$ cat config.mk
export PLATFORM = sky130hd
export DESIGN_NAME = smbus_byte_master
export DESIGN_NICKNAME = d
export VERILOG_FILES = /design/src/rtl/smbus_pkg.sv /design/src/rtl/smbus_halfclk.sv /design/src/rtl/smbus_engine.sv /design/src/rtl/smbus_regs.sv /design/src/rtl/smbus_byte_master.sv
export SDC_FILE = /design/constraint.sdc
export NUM_CORES = 1
export LEC_CHECK = 0
export BUFFER_PORTS_ARGS = -buffer_cell sky130_fd_sc_hd__buf_2
export CAP_MARGIN = 5
export CORE_UTILIZATION = 44
export DETAILED_ROUTE_END_ITERATION = 6
export GPL_ROUTABILITY_DRIVEN = 1
export PLACE_DENSITY = 0.7
export SYNTH_ARGS = -nofsm -noshare
export SYNTH_HDL_FRONTEND = slang
export SYNTH_SLANG_ARGS = --single-unit
$ cat constraint.sdc
create_clock -name clk -period 3.71 [get_ports clk]
set_clock_uncertainty 0.1 [all_clocks]
set_input_delay 0.1855 -clock clk [delete_from_list [all_inputs] [get_ports clk]]
set_output_delay 0.1855 -clock clk [all_outputs]
set_load 0.01 [all_outputs]
$ cat src/rtl/smbus_pkg.sv
`timescale 1ns/1ps
package smbus_pkg;
  localparam int REG_W   = 32;
  localparam int TID_W   = 8;
  localparam int DIV_W   = 9;
  localparam int CMD_W   = 8;
  localparam int DATA_W  = 16;
  localparam int BYTE_W  = 8;

  // configuration word field positions
  localparam int F_EN     = 0;
  localparam int F_MODE   = 1;
  localparam int F_TID_LO = 2;
  localparam int F_DIV_LO = 10;
  localparam int F_IGNACK = 22;
  localparam int F_COMPAT = 23;

  // command/status word field positions
  localparam int F_DAT_LO = 0;
  localparam int F_CMD_LO = 16;
  localparam int F_RD     = 24;
  localparam int F_WPEND  = 25;
  localparam int F_RVALID = 26;
  localparam int F_ERR    = 27;

  localparam logic [1:0] A_CFG = 2'd0;
  localparam logic [1:0] A_CMD = 2'd1;
  localparam logic [1:0] A_IRQ = 2'd2;

  typedef enum logic [3:0] {
    S_IDLE, S_STA_A, S_STA_B, S_BIT_L, S_BIT_H,
    S_RS_L, S_STP_L, S_STP_H, S_STP_E
  } eng_st_e;

  typedef enum logic [2:0] {
    K_ADDRW, K_CMD, K_DATA, K_ADDRR, K_RXD
  } byte_kind_e;
endpackage

$ cat src/rtl/smbus_halfclk.sv
`timescale 1ns/1ps
module smbus_halfclk #(
  parameter int DIV_W = smbus_pkg::DIV_W
) (
  input  logic             clk,
  input  logic             rst_n,
  input  logic             run,
  input  logic [DIV_W-1:0] div,
  output logic             tick
);
  logic [DIV_W-1:0] cnt_q, cnt_d, last;

  // half period of div+1 clocks, never shorter than two
  assign last = (div == '0) ? DIV_W'(1) : div;
  assign tick = run && (cnt_q == last);

  always_comb begin
    if (!run || tick) cnt_d = '0;
    else              cnt_d = cnt_q + DIV_W'(1);
  end

  always_ff @(posedge clk or negedge rst_n) begin
    if (!rst_n) cnt_q <= '0;
    else        cnt_q <= cnt_d;
  end
endmodule

$ cat src/rtl/smbus_engine.sv
`timescale 1ns/1ps
module smbus_engine
  import smbus_pkg::*;
#(
  parameter int DIV_W  = smbus_pkg::DIV_W,
  parameter int BYTE_W = smbus_pkg::BYTE_W
) (
  input  logic              clk,
  input  logic              rst_n,
  input  logic              launch,
  input  logic              launch_rd,
  input  logic [BYTE_W-2:0] tgt_addr,
  input  logic [BYTE_W-1:0] reg_num,
  input  logic [BYTE_W-1:0] wr_byte,
  input  logic [DIV_W-1:0]  div,
  input  logic              ign_ack,
  input  logic              sda_in,
  output logic              scl_oe,
  output logic              sda_oe,
  output logic              busy,
  output logic              done,
  output logic              done_err,
  output logic              done_rd,
  output logic [BYTE_W-1:0] rx_byte
);
  localparam int BITC_W = $clog2(BYTE_W + 1);
  localparam logic [BITC_W-1:0] ACK_SLOT = BITC_W'(BYTE_W);

  eng_st_e            st_q, st_d;
  byte_kind_e         kind_q, kind_d;
  logic [BITC_W-1:0]  bitn_q, bitn_d;
  logic [BYTE_W-1:0]  tx_q, tx_d, rx_q, rx_d;
  logic [BYTE_W-1:0]  cmd_q, cmd_d, wb_q, wb_d;
  logic [BYTE_W-2:0]  tid_q, tid_d;
  logic [DIV_W-1:0]   div_q, div_d;
  logic               rd_q, rd_d, err_q, err_d, ign_q, ign_d;
  logic               scl_q, scl_d, sda_q, sda_d;
  logic               tick, want_rel, nacked;

  smbus_halfclk #(.DIV_W(DIV_W)) u_half (
    .clk  (clk),
    .rst_n(rst_n),
    .run  (st_q != S_IDLE),
    .div  (div_q),
    .tick (tick)
  );

  assign want_rel = (kind_q == K_RXD) || (bitn_q == ACK_SLOT) || tx_q[BYTE_W-1];
  assign nacked   = (kind_q != K_RXD) && sda_in && !ign_q;

  // next-state logic
  always_comb begin
    st_d   = st_q;   kind_d = kind_q; bitn_d = bitn_q;
    tx_d   = tx_q;   rx_d   = rx_q;   cmd_d  = cmd_q;
    wb_d   = wb_q;   tid_d  = tid_q;  div_d  = div_q;
    rd_d   = rd_q;   err_d  = err_q;  ign_d  = ign_q;
    done   = 1'b0;
    unique case (st_q)
      S_IDLE: if (launch) begin
        st_d   = S_STA_A;
        kind_d = K_ADDRW;
        bitn_d = '0;
        tx_d   = {tgt_addr, 1'b0};
        tid_d  = tgt_addr;
        cmd_d  = reg_num;
        wb_d   = wr_byte;
        div_d  = div;
        ign_d  = ign_ack;
        rd_d   = launch_rd;
        err_d  = 1'b0;
      end
      S_STA_A: if (tick) st_d = S_STA_B;
      S_STA_B: if (tick) st_d = S_BIT_L;
      S_BIT_L: if (tick) st_d = S_BIT_H;
      S_BIT_H: if (tick) begin
        if (bitn_q != ACK_SLOT) begin
          if (kind_q == K_RXD) rx_d = {rx_q[BYTE_W-2:0], sda_in};
          tx_d   = {tx_q[BYTE_W-2:0], 1'b0};
          bitn_d = bitn_q + BITC_W'(1);
          st_d   = S_BIT_L;
        end else begin
          bitn_d = '0;
          if (nacked) begin
            err_d = 1'b1;
            st_d  = S_STP_L;
          end else begin
            unique case (kind_q)
              K_ADDRW: begin kind_d = K_CMD; tx_d = cmd_q; st_d = S_BIT_L; end
              K_CMD: begin
                if (rd_q) begin kind_d = K_ADDRR; tx_d = {tid_q, 1'b1}; st_d = S_RS_L; end
                else      begin kind_d = K_DATA;  tx_d = wb_q;          st_d = S_BIT_L; end
              end
              K_ADDRR: begin kind_d = K_RXD; st_d = S_BIT_L; end
              default: st_d = S_STP_L;
            endcase
          end
        end
      end
      S_RS_L:  if (tick) st_d = S_STA_A;
      S_STP_L: if (tick) st_d = S_STP_H;
      S_STP_H: if (tick) st_d = S_STP_E;
      S_STP_E: if (tick) begin st_d = S_IDLE; done = 1'b1; end
      default: st_d = S_IDLE;
    endcase
  end

  // line drivers: SCL follows the state a cycle later; SDA moves in a
  // low phase only once SCL is already seen low
  always_comb begin
    scl_d = (st_q == S_BIT_L) || (st_q == S_RS_L) || (st_q == S_STP_L);
    unique case (st_q)
      S_STA_B: sda_d = 1'b1;
      S_BIT_L: sda_d = scl_q ? !want_rel : sda_q;
      S_RS_L:  sda_d = scl_q ? 1'b0 : sda_q;
      S_STP_L: sda_d = scl_q ? 1'b1 : sda_q;
      S_BIT_H, S_STP_H: sda_d = sda_q;
      default: sda_d = 1'b0;
    endcase
  end

  always_ff @(posedge clk or negedge rst_n) begin
    if (!rst_n) begin
      st_q <= S_IDLE;  kind_q <= K_ADDRW; bitn_q <= '0;
      tx_q <= '0;      rx_q   <= '0;      cmd_q  <= '0;
      wb_q <= '0;      tid_q  <= '0;      div_q  <= '0;
      rd_q <= 1'b0;    err_q  <= 1'b0;    ign_q  <= 1'b0;
      scl_q <= 1'b0;   sda_q  <= 1'b0;
    end else begin
      st_q <= st_d;    kind_q <= kind_d;  bitn_q <= bitn_d;
      tx_q <= tx_d;    rx_q   <= rx_d;    cmd_q  <= cmd_d;
      wb_q <= wb_d;    tid_q  <= tid_d;   div_q  <= div_d;
      rd_q <= rd_d;    err_q  <= err_d;   ign_q  <= ign_d;
      scl_q <= scl_d;  sda_q  <= sda_d;
    end
  end

  assign scl_oe   = scl_q;
  assign sda_oe   = sda_q;
  assign busy     = (st_q != S_IDLE);
  assign done_err = err_q;
  assign done_rd  = rd_q;
  assign rx_byte  = rx_q;
endmodule

$ cat src/rtl/smbus_regs.sv
`timescale 1ns/1ps
module smbus_regs
  import smbus_pkg::*;
(
  input  logic              clk,
  input  logic              rst_n,
  input  logic              bus_wr,
  input  logic [1:0]        bus_addr,
  input  logic [REG_W-1:0]  bus_wdata,
  output logic [REG_W-1:0]  bus_rdata,
  input  logic              eng_busy,
  input  logic              eng_done,
  input  logic              eng_err,
  input  logic              eng_rd,
  input  logic [BYTE_W-1:0] eng_rx,
  output logic              launch,
  output logic              launch_rd,
  output logic [TID_W-1:0]  cfg_tid,
  output logic [DIV_W-1:0]  cfg_div,
  output logic              cfg_ign,
  output logic [CMD_W-1:0]  launch_cmd,
  output logic [BYTE_W-1:0] launch_byte,
  output logic              irq
);
  logic en_q, en_d, mode_q, mode_d, ign_q, ign_d, compat_q, compat_d;
  logic [TID_W-1:0]  tid_q, tid_d;
  logic [DIV_W-1:0]  div_q, div_d;
  logic [CMD_W-1:0]  cmd_q, cmd_d;
  logic [DATA_W-1:0] dat_q, dat_d;
  logic rd_q, rd_d, wpend_q, wpend_d, rvalid_q, rvalid_d, err_q, err_d;
  logic irq_q, irq_d;
  logic wr_cfg, wr_cmd, wr_irq;
  logic unused_wbits;

  assign wr_cfg = bus_wr && (bus_addr == A_CFG);
  assign wr_cmd = bus_wr && (bus_addr == A_CMD);
  assign wr_irq = bus_wr && (bus_addr == A_IRQ);
  assign launch = wr_cmd && en_q && !eng_busy;

  assign launch_rd   = bus_wdata[F_RD];
  assign launch_cmd  = bus_wdata[F_CMD_LO +: CMD_W];
  assign launch_byte = bus_wdata[F_DAT_LO +: BYTE_W];
  assign cfg_tid     = tid_q;
  assign cfg_div     = div_q;
  assign cfg_ign     = ign_q;
  assign irq         = irq_q;
  assign unused_wbits = ^{bus_wdata[REG_W-1:F_ERR+1], bus_wdata[F_IGNACK-1:F_DIV_LO+DIV_W]};

  always_comb begin
    en_d = en_q; mode_d = mode_q; ign_d = ign_q; compat_d = compat_q;
    tid_d = tid_q; div_d = div_q; cmd_d = cmd_q; dat_d = dat_q;
    rd_d = rd_q; wpend_d = wpend_q; rvalid_d = rvalid_q; err_d = err_q;
    irq_d = irq_q;
    if (wr_cfg) begin
      en_d     = bus_wdata[F_EN];
      mode_d   = bus_wdata[F_MODE];
      tid_d    = bus_wdata[F_TID_LO +: TID_W];
      div_d    = bus_wdata[F_DIV_LO +: DIV_W];
      ign_d    = bus_wdata[F_IGNACK];
      compat_d = bus_wdata[F_COMPAT];
    end
    if (launch) begin
      cmd_d    = bus_wdata[F_CMD_LO +: CMD_W];
      dat_d    = bus_wdata[F_DAT_LO +: DATA_W];
      rd_d     = bus_wdata[F_RD];
      wpend_d  = !bus_wdata[F_RD];
      rvalid_d = 1'b0;
      err_d    = 1'b0;
    end
    if (eng_done) begin
      irq_d = 1'b1;
      if (eng_err) begin
        err_d   = 1'b1;
        wpend_d = 1'b0;
      end else if (eng_rd) begin
        rvalid_d          = 1'b1;
        dat_d[BYTE_W-1:0] = eng_rx;
      end else begin
        wpend_d = 1'b0;
      end
    end else if (wr_irq && bus_wdata[0]) begin
      irq_d = 1'b0;
    end
  end

  always_ff @(posedge clk or negedge rst_n) begin
    if (!rst_n) begin
      en_q <= 1'b0; mode_q <= 1'b0; ign_q <= 1'b0; compat_q <= 1'b0;
      tid_q <= '0; div_q <= '0; cmd_q <= '0; dat_q <= '0;
      rd_q <= 1'b0; wpend_q <= 1'b0; rvalid_q <= 1'b0; err_q <= 1'b0;
      irq_q <= 1'b0;
    end else begin
      en_q <= en_d; mode_q <= mode_d; ign_q <= ign_d; compat_q <= compat_d;
      tid_q <= tid_d; div_q <= div_d; cmd_q <= cmd_d; dat_q <= dat_d;
      rd_q <= rd_d; wpend_q <= wpend_d; rvalid_q <= rvalid_d; err_q <= err_d;
      irq_q <= irq_d;
    end
  end

  always_comb begin
    bus_rdata = '0;
    unique case (bus_addr)
      A_CFG: begin
        bus_rdata[F_EN]                  = en_q;
        bus_rdata[F_MODE]                = mode_q;
        bus_rdata[F_TID_LO +: TID_W]     = tid_q;
        bus_rdata[F_DIV_LO +: DIV_W]     = div_q;
        bus_rdata[F_IGNACK]              = ign_q;
        bus_rdata[F_COMPAT]              = compat_q;
      end
      A_CMD: begin
        bus_rdata[F_DAT_LO +: DATA_W]    = dat_q;
        bus_rdata[F_CMD_LO +: CMD_W]     = cmd_q;
        bus_rdata[F_RD]                  = rd_q;
        bus_rdata[F_WPEND]               = wpend_q;
        bus_rdata[F_RVALID]              = rvalid_q;
        bus_rdata[F_ERR]                 = err_q;
      end
      A_IRQ:   bus_rdata[0]              = irq_q;
      default: bus_rdata = '0;
    endcase
  end
endmodule

$ cat src/rtl/smbus_byte_master.sv
`timescale 1ns/1ps
module smbus_byte_master
  import smbus_pkg::*;
(
  input  logic             clk,
  input  logic             rst_n,
  input  logic             bus_wr,
  input  logic [1:0]       bus_addr,
  input  logic [REG_W-1:0] bus_wdata,
  output logic [REG_W-1:0] bus_rdata,
  input  logic             sda_in,
  output logic             scl_oe,
  output logic             sda_oe,
  output logic             irq
);
  logic              eng_busy, eng_done, eng_err, eng_rd;
  logic [BYTE_W-1:0] eng_rx;
  logic              launch, launch_rd, cfg_ign;
  logic [TID_W-1:0]  cfg_tid;
  logic [DIV_W-1:0]  cfg_div;
  logic [CMD_W-1:0]  launch_cmd;
  logic [BYTE_W-1:0] launch_byte;
  logic              unused_tid0;

  assign unused_tid0 = cfg_tid[0];

  smbus_regs u_regs (
    .clk        (clk),
    .rst_n      (rst_n),
    .bus_wr     (bus_wr),
    .bus_addr   (bus_addr),
    .bus_wdata  (bus_wdata),
    .bus_rdata  (bus_rdata),
    .eng_busy   (eng_busy),
    .eng_done   (eng_done),
    .eng_err    (eng_err),
    .eng_rd     (eng_rd),
    .eng_rx     (eng_rx),
    .launch     (launch),
    .launch_rd  (launch_rd),
    .cfg_tid    (cfg_tid),
    .cfg_div    (cfg_div),
    .cfg_ign    (cfg_ign),
    .launch_cmd (launch_cmd),
    .launch_byte(launch_byte),
    .irq        (irq)
  );

  smbus_engine #(.DIV_W(DIV_W), .BYTE_W(BYTE_W)) u_eng (
    .clk      (clk),
    .rst_n    (rst_n),
    .launch   (launch),
    .launch_rd(launch_rd),
    .tgt_addr (cfg_tid[TID_W-1:1]),
    .reg_num  (launch_cmd),
    .wr_byte  (launch_byte),
    .div      (cfg_div),
    .ign_ack  (cfg_ign),
    .sda_in   (sda_in),
    .scl_oe   (scl_oe),
    .sda_oe   (sda_oe),
    .busy     (eng_busy),
    .done     (eng_done),
    .done_err (eng_err),
    .done_rd  (eng_rd),
    .rx_byte  (eng_rx)
  );
endmodule

==> results of run 1 <==
==> report_power, final <==
| part | internal [mW] | leakage, nW | switching (mW) | total, mW |
|---|---|---|---|---|
| clock network | 1.26 | 0.326 | 0.542 | 1.80 |
| logic | 0.555 | 1.65 | 0.734 | 1.29 |
| registers | 1.54 | 1.47 | 0.288 | 1.83 |
==> timing repair <==
item / 4_1_cts / 5_1_grt
hold buffers: 27 / 0
buffers inserted: 0 / 0
endpoints found under the hold margin: 116 / 0
gates resized for setup: 0 / 0
==> per-layer routing <==
layer / up-vias / GRT usage, %
met1: 2181 / 27.4
met2: 137 / 35.6
met5: - / 0
li1: 2134 / -
met3: 25 / 5.27
met4: 0 / 8.14
==> Yosys cell counts, types with 4 or more instances <==
cell type / count / area, sq um
nand2_1: 158 / 593
dfrtp_1: 114 / 2850
nor2_1: 51 / 191
mux2_2: 36 / 405
mux2i_1: 30 / 300
a21oi_1: 24 / 120
clkbuf_1: 22 / 82.6
o21ai_0: 20 / 100
xor2_1: 13 / 114
a211oi_1: 8 / 60.1
a21boi_0: 8 / 60.1
and2_1: 8 / 50.1
buf_2: 6 / 30.0
nand3_1: 6 / 30.0
nor2b_1: 6 / 37.5
buf_4: 5 / 37.5
inv_1: 5 / 18.8
nor3_1: 5 / 25.0
xnor2_1: 4 / 35.0
==> cell type report <==
class	instances	area, sq um
fill	1074	5560
sequential	114	2850
multi-input combinational	432	2630
timing repair buffer	96	638
clock buffer	22	484
tap	172	215
clock inverter	10	178
inverter	5	18.8
==> worst max-delay path by stage <==
| stage | startpoint | cells past startpoint | endpoint |
|---|---|---|---|
| final | u_eng.st_q[0] | 6 | u_eng.rx_byte[3] |
| after global routing | u_eng.st_q[0] | 6 | u_eng.rx_byte[3] |
| after CTS | u_eng.st_q[0] | 6 | u_eng.tid_q[3] |
| after detailed placement | bus_addr[0] | 7 | u_eng.tx_q[3] |
| after global placement | bus_addr[0] | 7 | u_eng.tx_q[4] |
| after floorplan | u_eng.st_q[1] | 8 | u_eng.tx_q[0] |
==> sequential cells by signal, summed over array words and instances, names as in the netlist, 3 cells and up <==
name and cells:
u_eng.tid_q 7, u_regs.cmd_q 7, u_eng.rx_byte 8, u_eng.div_q 9, u_eng.wb_q 8, u_eng.tx_q 8, u_regs.dat_q 16, u_regs.cfg_div 9
u_eng.u_half.cnt_q 9, u_eng.bitn_q 4, u_regs.cfg_tid 8, u_eng.st_q 4, u_eng.kind_q 3
==> cells in the final DEF (no fill, tap or decap), types with 9 or more instances in the layout <==
cell type	netlist	routed
nor2_1	51	51
buf_4	5	9
xor2_1	13	13
clkbuf_16	0	17
mux2_2	36	36
mux2i_1	30	30
dlygate4sd3_1	0	27
dfrtp_1	114	114
a21oi_1	24	24
nand2_1	158	158
buf_2	6	60
o21ai_0	20	20
==> worst min-delay path, cell delays in order <==
cell and delay [ns]:
buf_2 0.12, nand4b_1 0.09, nand2_1 0.06, nand2_1 0.07
==> logic make-up after synthesis <==
kind of cell             after synthesis  share of synthesized area [%]
buffers and inverters                 41                           3.33
other                                  1                         0.0665
multiplexers                          67                           12.7
AND/OR/NAND/NOR                      263                           20.8
AO/OA/AOI/OAI                         78                           9.22
XOR/XNOR                              17                           2.64
flip-flops                           114                           50.6
adder cells (fa/ha/maj)                3                          0.665
==> per-stage QoR <==
stage	area (sq um)	total power [mW]
5_1_grt	7010	5.21
3_5_place_dp	6080	3.11
2_1_floorplan	5650	2.73
6_report	7010	4.92
3_3_place_gp	6080	3.05
4_1_cts	7010	4.94
==> results.md, run 1 <==
- Number of synthesized flops with an enable pin: 0
- Pins Over Slew Limit: 0
- CP cell instances: nor3_2 -> nand2_1 -> buf_4 -> nor2_1 -> nor4b_4 -> mux2_2
- Total Routing Usage GR: 21.5%
- TNS Setup: 0 ns
- I/O pin cnt: 73
- Hold path depth: 4
- HP Class: in -> reg
- Buf/Inv on CP: 1
- Layout cells sized above 1: 22.4%
- Area Overhead vs Synth: 24.3%
- R2R Path Start: u_eng.st_q[0]
- CP Class: reg -> reg
- Tmin final: 2.67 ns
- Vias: 4,477
- N_diodes: 0
- Period Utilization, post-route: 72.0%
- Synth Warn #: 0
- CTS Sinks: 114
- Worst hold start: bus_wr
- Fin. Hold Viols: 0
- Power per Cell Area: 702 mW/mm^2
- Final Util: 55.8%
- Die Y: 115 microns
- Worst setup slack after layout: 1.04 ns
- Placed Cells: 792
- Worst reg2reg path depth: 6
- Grt total ovfl: 0
- WHS: 0.0601 ns
- WL met3: 643 microns
- CTS tree: yes
- Crit Reg-Reg Endpoint: u_eng.rx_byte[3]
- Initial core utilization: 44.9%
- Metal2 WL: 6490 microns
- Final net count: 707
- P_leak: 3.45 nW
- Clock slew at reported path FFs: 0.05 ns
- Slew headroom: 21.8%
- Worst reg2reg setup slack: 1.04 ns
- Worst slew pin tran: 1.17 ns
- Setup repair after global routing missed its margin: no
- Crit path DAT: 2.86 ns
- Synth Instances: 584
- Crit path largest cell delay: 0.65 ns
- Vias in the first global route: 4,459
- Drt drc: 0
- Gpl congestion: 0.759
- Max H-tree Level: 4
- Detailed Route WL: 13,200 microns
- Post-synthesis cell type count: 57
- Initial antenna violation count: 0
- Yosys reg bits: 114
- Synth Cell Area: 0.00564 sq mm
- Die Span X: 115 microns
- First-pass GRT wire length: 21,900 microns
- Root Driver: clkbuf_16
- Worst-skew pair later-pin latency: 0.40 ns
- Register area share after synthesis: 50.6%
- Max Freq: 0.374 GHz
- Clock buffer depth: 2
- CP startpoint kind: flop
- Routed wire per std cell: 15.5 microns
- Synth Flop Type: dfrtp_1
- DR top layer: met4
- Max-Cap Viols: 0
- Status: finished clean
- Core area: 0.0126 sq mm
- Avg Synthesized Cell Area: 9.66 sq um
- Total die area: 0.0133 sq mm
- CP delay by family, top: simple AND/OR/NAND/NOR gates
- Post-Layout Cell Count: 851
- Initial DRC count: 364
- Max VDD drop: 462 uV
- Total CTS buffers: 17
- Ys async rst share: 100%
- Setup violators final: 0
- Post-route antenna net violation count: 0
- Vias per cell: 5.26
- Detail Placement HPWL: 8510 microns
- Crit end category: flop
- Pin count of the biggest net entering global routing: 71
- Pre-Repair DR Iteration Count: 6
- Largest fanout on the critical path: 22
- CP max-delay cell: nor4b_4
- Pre-CTS setup slack: 0.943 ns
- I/O Buffers: 61
- WHS Endpoint: u_regs.irq
- CP Data Required Time: 3.89 ns
- FP Rows: 41
- Met1 Wirelength: 5820 microns
(Power assumes the default switching activity.)
==> inputs of run 2 (changes only) <==
--- a/config.mk
+++ b/config.mk
@@ -5,6 +5,7 @@
 export SDC_FILE = /design/constraint.sdc
 export NUM_CORES = 1
 export LEC_CHECK = 0
+export ABC_AREA = 1
 export BUFFER_PORTS_ARGS = -buffer_cell sky130_fd_sc_hd__buf_2
 export CAP_MARGIN = 5
 export CORE_UTILIZATION = 44
==> constraint.sdc (replaced) <==
create_clock -name clk -period 2.65 [get_ports clk]
set_clock_uncertainty 0.1 [all_clocks]
set_input_delay 0.1325 -clock clk [delete_from_list [all_inputs] [get_ports clk]]
set_output_delay 0.1325 -clock clk [all_outputs]
set_load 0.01 [all_outputs]
==> results.md, run 2 <==
- Vias in the first global route: 4,997
- Pins Over Slew Limit: 0
- HP Class: in -> reg
- Crit path DAT: 2.09 ns
- Clock buffer depth: 2
- Most common cell after layout, fill and taps aside: nand2_1
- Die Span X: 118 microns
- Number of fill cells in the layout: 1,195
- Final Util: 55.0%
- CP Class: in -> out
- Synth Area in Simple Gates: 26.1%
- Final net count: 890
- Global routing met1 resource utilization: 30.3%
- Grt met2 use: 33.8%
- Most common cell in the netlist: nand2_1
- Synth Flop Type: dfrtp_1
- Period Utilization, post-route: 87.6%
- Worst reg2reg setup slack: 0.44 ns
- Worst slew pin tran: 0.625 ns
- Post-Layout Cell Count: 1,037
- Most frequent cells in the layout: nand2_1, dfrtp_1, o21ai_0, inv_1, buf_2
- Combinational family with the most area after synthesis: simple AND/OR/NAND/NOR gates
- Max Freq: 0.431 GHz
- Synth Instances: 759
- Max-Cap Viols: 0
- Core area: 0.0132 sq mm
- Worst-skew pair later-pin latency: 0.41 ns
- Post-CTS resize count: 0
- Routed wire per std cell: 13.8 microns
- Area Overhead vs Synth: 22.3%
- First-pass GRT wire length: 24,200 microns
- Slew headroom: 58.1%
- Avg Synthesized Cell Area: 7.81 sq um
- N_diodes: 0
- WHS Endpoint: u_regs.irq
- FP Rows: 42
- Setup violators final: 0
- Setup repair after global routing missed its margin: no
- Total CTS buffers: 17
- Status: finished clean
- Crit Reg-Reg Endpoint: u_regs.wpend_q
- Largest fanout on the critical path: 17
- Initial DRC count: 333
- Pre-Repair DR Iteration Count: 5
- Crit end category: output pin
- Worst setup slack after layout: 0.328 ns
- Layout cells sized above 1: 17.1%
- Total Routing Usage GR: 22.2%
- WHS: 0.0433 ns
- Ranking of synthesized cells by area: dfrtp_1, nand2_1, o21ai_0
- Gpl congestion: 0.842
- Yosys reg bits: 114
- Clock slew at reported path FFs: 0.05 ns
- Pre-CTS setup slack: 0.482 ns
- Post-route antenna net violation count: 0
- Register name with the most flops: u_regs.dat_q
- Power per Cell Area: 944 mW/mm^2
- I/O Buffers: 61
- Adder-Cell Fraction of Synth Area: 0.633%
- Vias: 5,220
- Top-area cell type share of the netlist area: 48.1%
- Grt total ovfl: 0
- Drt drc: 0
- Met3 usage: 5.47%
- Number of synthesized flops with an enable pin: 0
- P_leak: 3.60 nW
- Initial antenna violation count: 0
- Root Driver: clkbuf_16
- Post-Synth XOR/XNOR Area: 0.591%
- Mux share of post-synthesis cell area: 0.169%
- Max reg flops: 16
- Pin count of the biggest net entering global routing: 68
- TNS Setup: 0 ns
- Synth area leader: dfrtp_1
- CP startpoint kind: input pin
- Max H-tree Level: 4
- Synth Cell Area: 0.00593 sq mm
- Fin. Hold Viols: 0
- Worst hold start: bus_addr[1]
- CTS Sinks: 114
- Max VDD drop: 656 uV
- CP Data Required Time: 2.42 ns
- Total die area: 0.0139 sq mm
- Detailed Route WL: 14,300 microns
- Compound-Gate Fraction of Synth Area: 15.1%
- Hold path depth: 4
- Global route hottest layer: met2
- Initial core utilization: 44.9%
- Placed Cells: 977
- CTS tree: yes
- Synth cell count leaders: nand2_1, dfrtp_1, o21ai_0
- Ys async rst share: 100%
- Detail Placement HPWL: 9570 microns
- Post-synthesis cell type count: 43
- Worst reg2reg path depth: 10
- Vias per cell: 5.03
- R2R Path Start: u_eng.st_q[0]
- Tmin final: 2.32 ns
- Synth Warn #: 0
- Register area share after synthesis: 48.1%
- I/O pin cnt: 73
- Die Y: 118 microns
## run 2: cell types whose count changed after synthesis, sizes merged, moves of 11 or more
cell and delta:
a21oi -20, inv +93, mux2 -37, mux2i -29, nand2 +87, nand3 +22, nand4 +11, o21ai +106
## run 2: what timing repair did
item                      in CTS  in global routing
hold buffers                  29                  0
setup buffers                  0                  0
hold endpoints to repair      82                  0
## run 2: area by class of cell
class / instances / area, sq um / area share [%]
clock buffer: 22 / 484 / 6.68
clock inverter: 9 / 105 / 1.45
inverter: 99 / 372 / 5.13
multi-input combinational: 519 / 2550 / 35.1
sequential: 114 / 2850 / 39.3
tap: 176 / 220 / 3.04
timing repair buffer: 98 / 671 / 9.25
## run 2: layer usage
layer  vias up  routed length, microns
met4         0                     375
met1      2443                    6660
li1       2606                       -
met5         -                       0
met2       144                    6640
met3        27                     668
## run 2: how the worst max path moves through the flow
stage | start | end | slack, ns | cells after the start
after floorplan | u_eng.div_q[1] | u_eng.rx_byte[7] | 0.94 | 12
after global placement | u_eng.st_q[0] | u_regs.wpend_q | 0.48 | 10
after detailed placement | u_eng.st_q[0] | u_regs.wpend_q | 0.48 | 10
after CTS | bus_addr[0] | bus_rdata[8] | 0.31 | 6
after global routing | bus_addr[0] | bus_rdata[8] | 0.16 | 6
final | bus_addr[0] | bus_rdata[8] | 0.33 | 6
## run 2: logic make-up after synthesis
family / count (synthesis)
mux: 1
flops: 114
xor+xnor: 4
compound gates: 154
simple gates: 353
buf+inv: 129
fa+ha+maj: 3
other cells: 1
## run 2: report_power, final
group	switching, mW	leakage [nW]	internal, mW	total (mW)
sequential	0.328	1.48	2.20	2.52
combinational	1.32	1.84	0.739	2.06
clock	0.791	0.280	1.47	2.26
total	2.44	3.60	4.41	6.84
## run 2: per-stage QoR
step / instance area [sq um] / power (mW)
floorplan: 5940 / 4.00
global placement: 6370 / 4.50
detailed placement: 6370 / 4.55
CTS: 7250 / 6.87
global route: 7250 / 7.28
finish: 7250 / 6.84
## run 2: worst max-delay path, cell delays in order
cell	delay (ns)
dlygate4sd3_1	0.54
buf_2	0.15
nor2_1	0.34
inv_1	0.40
o21ai_0	0.33
buf_2	0.18
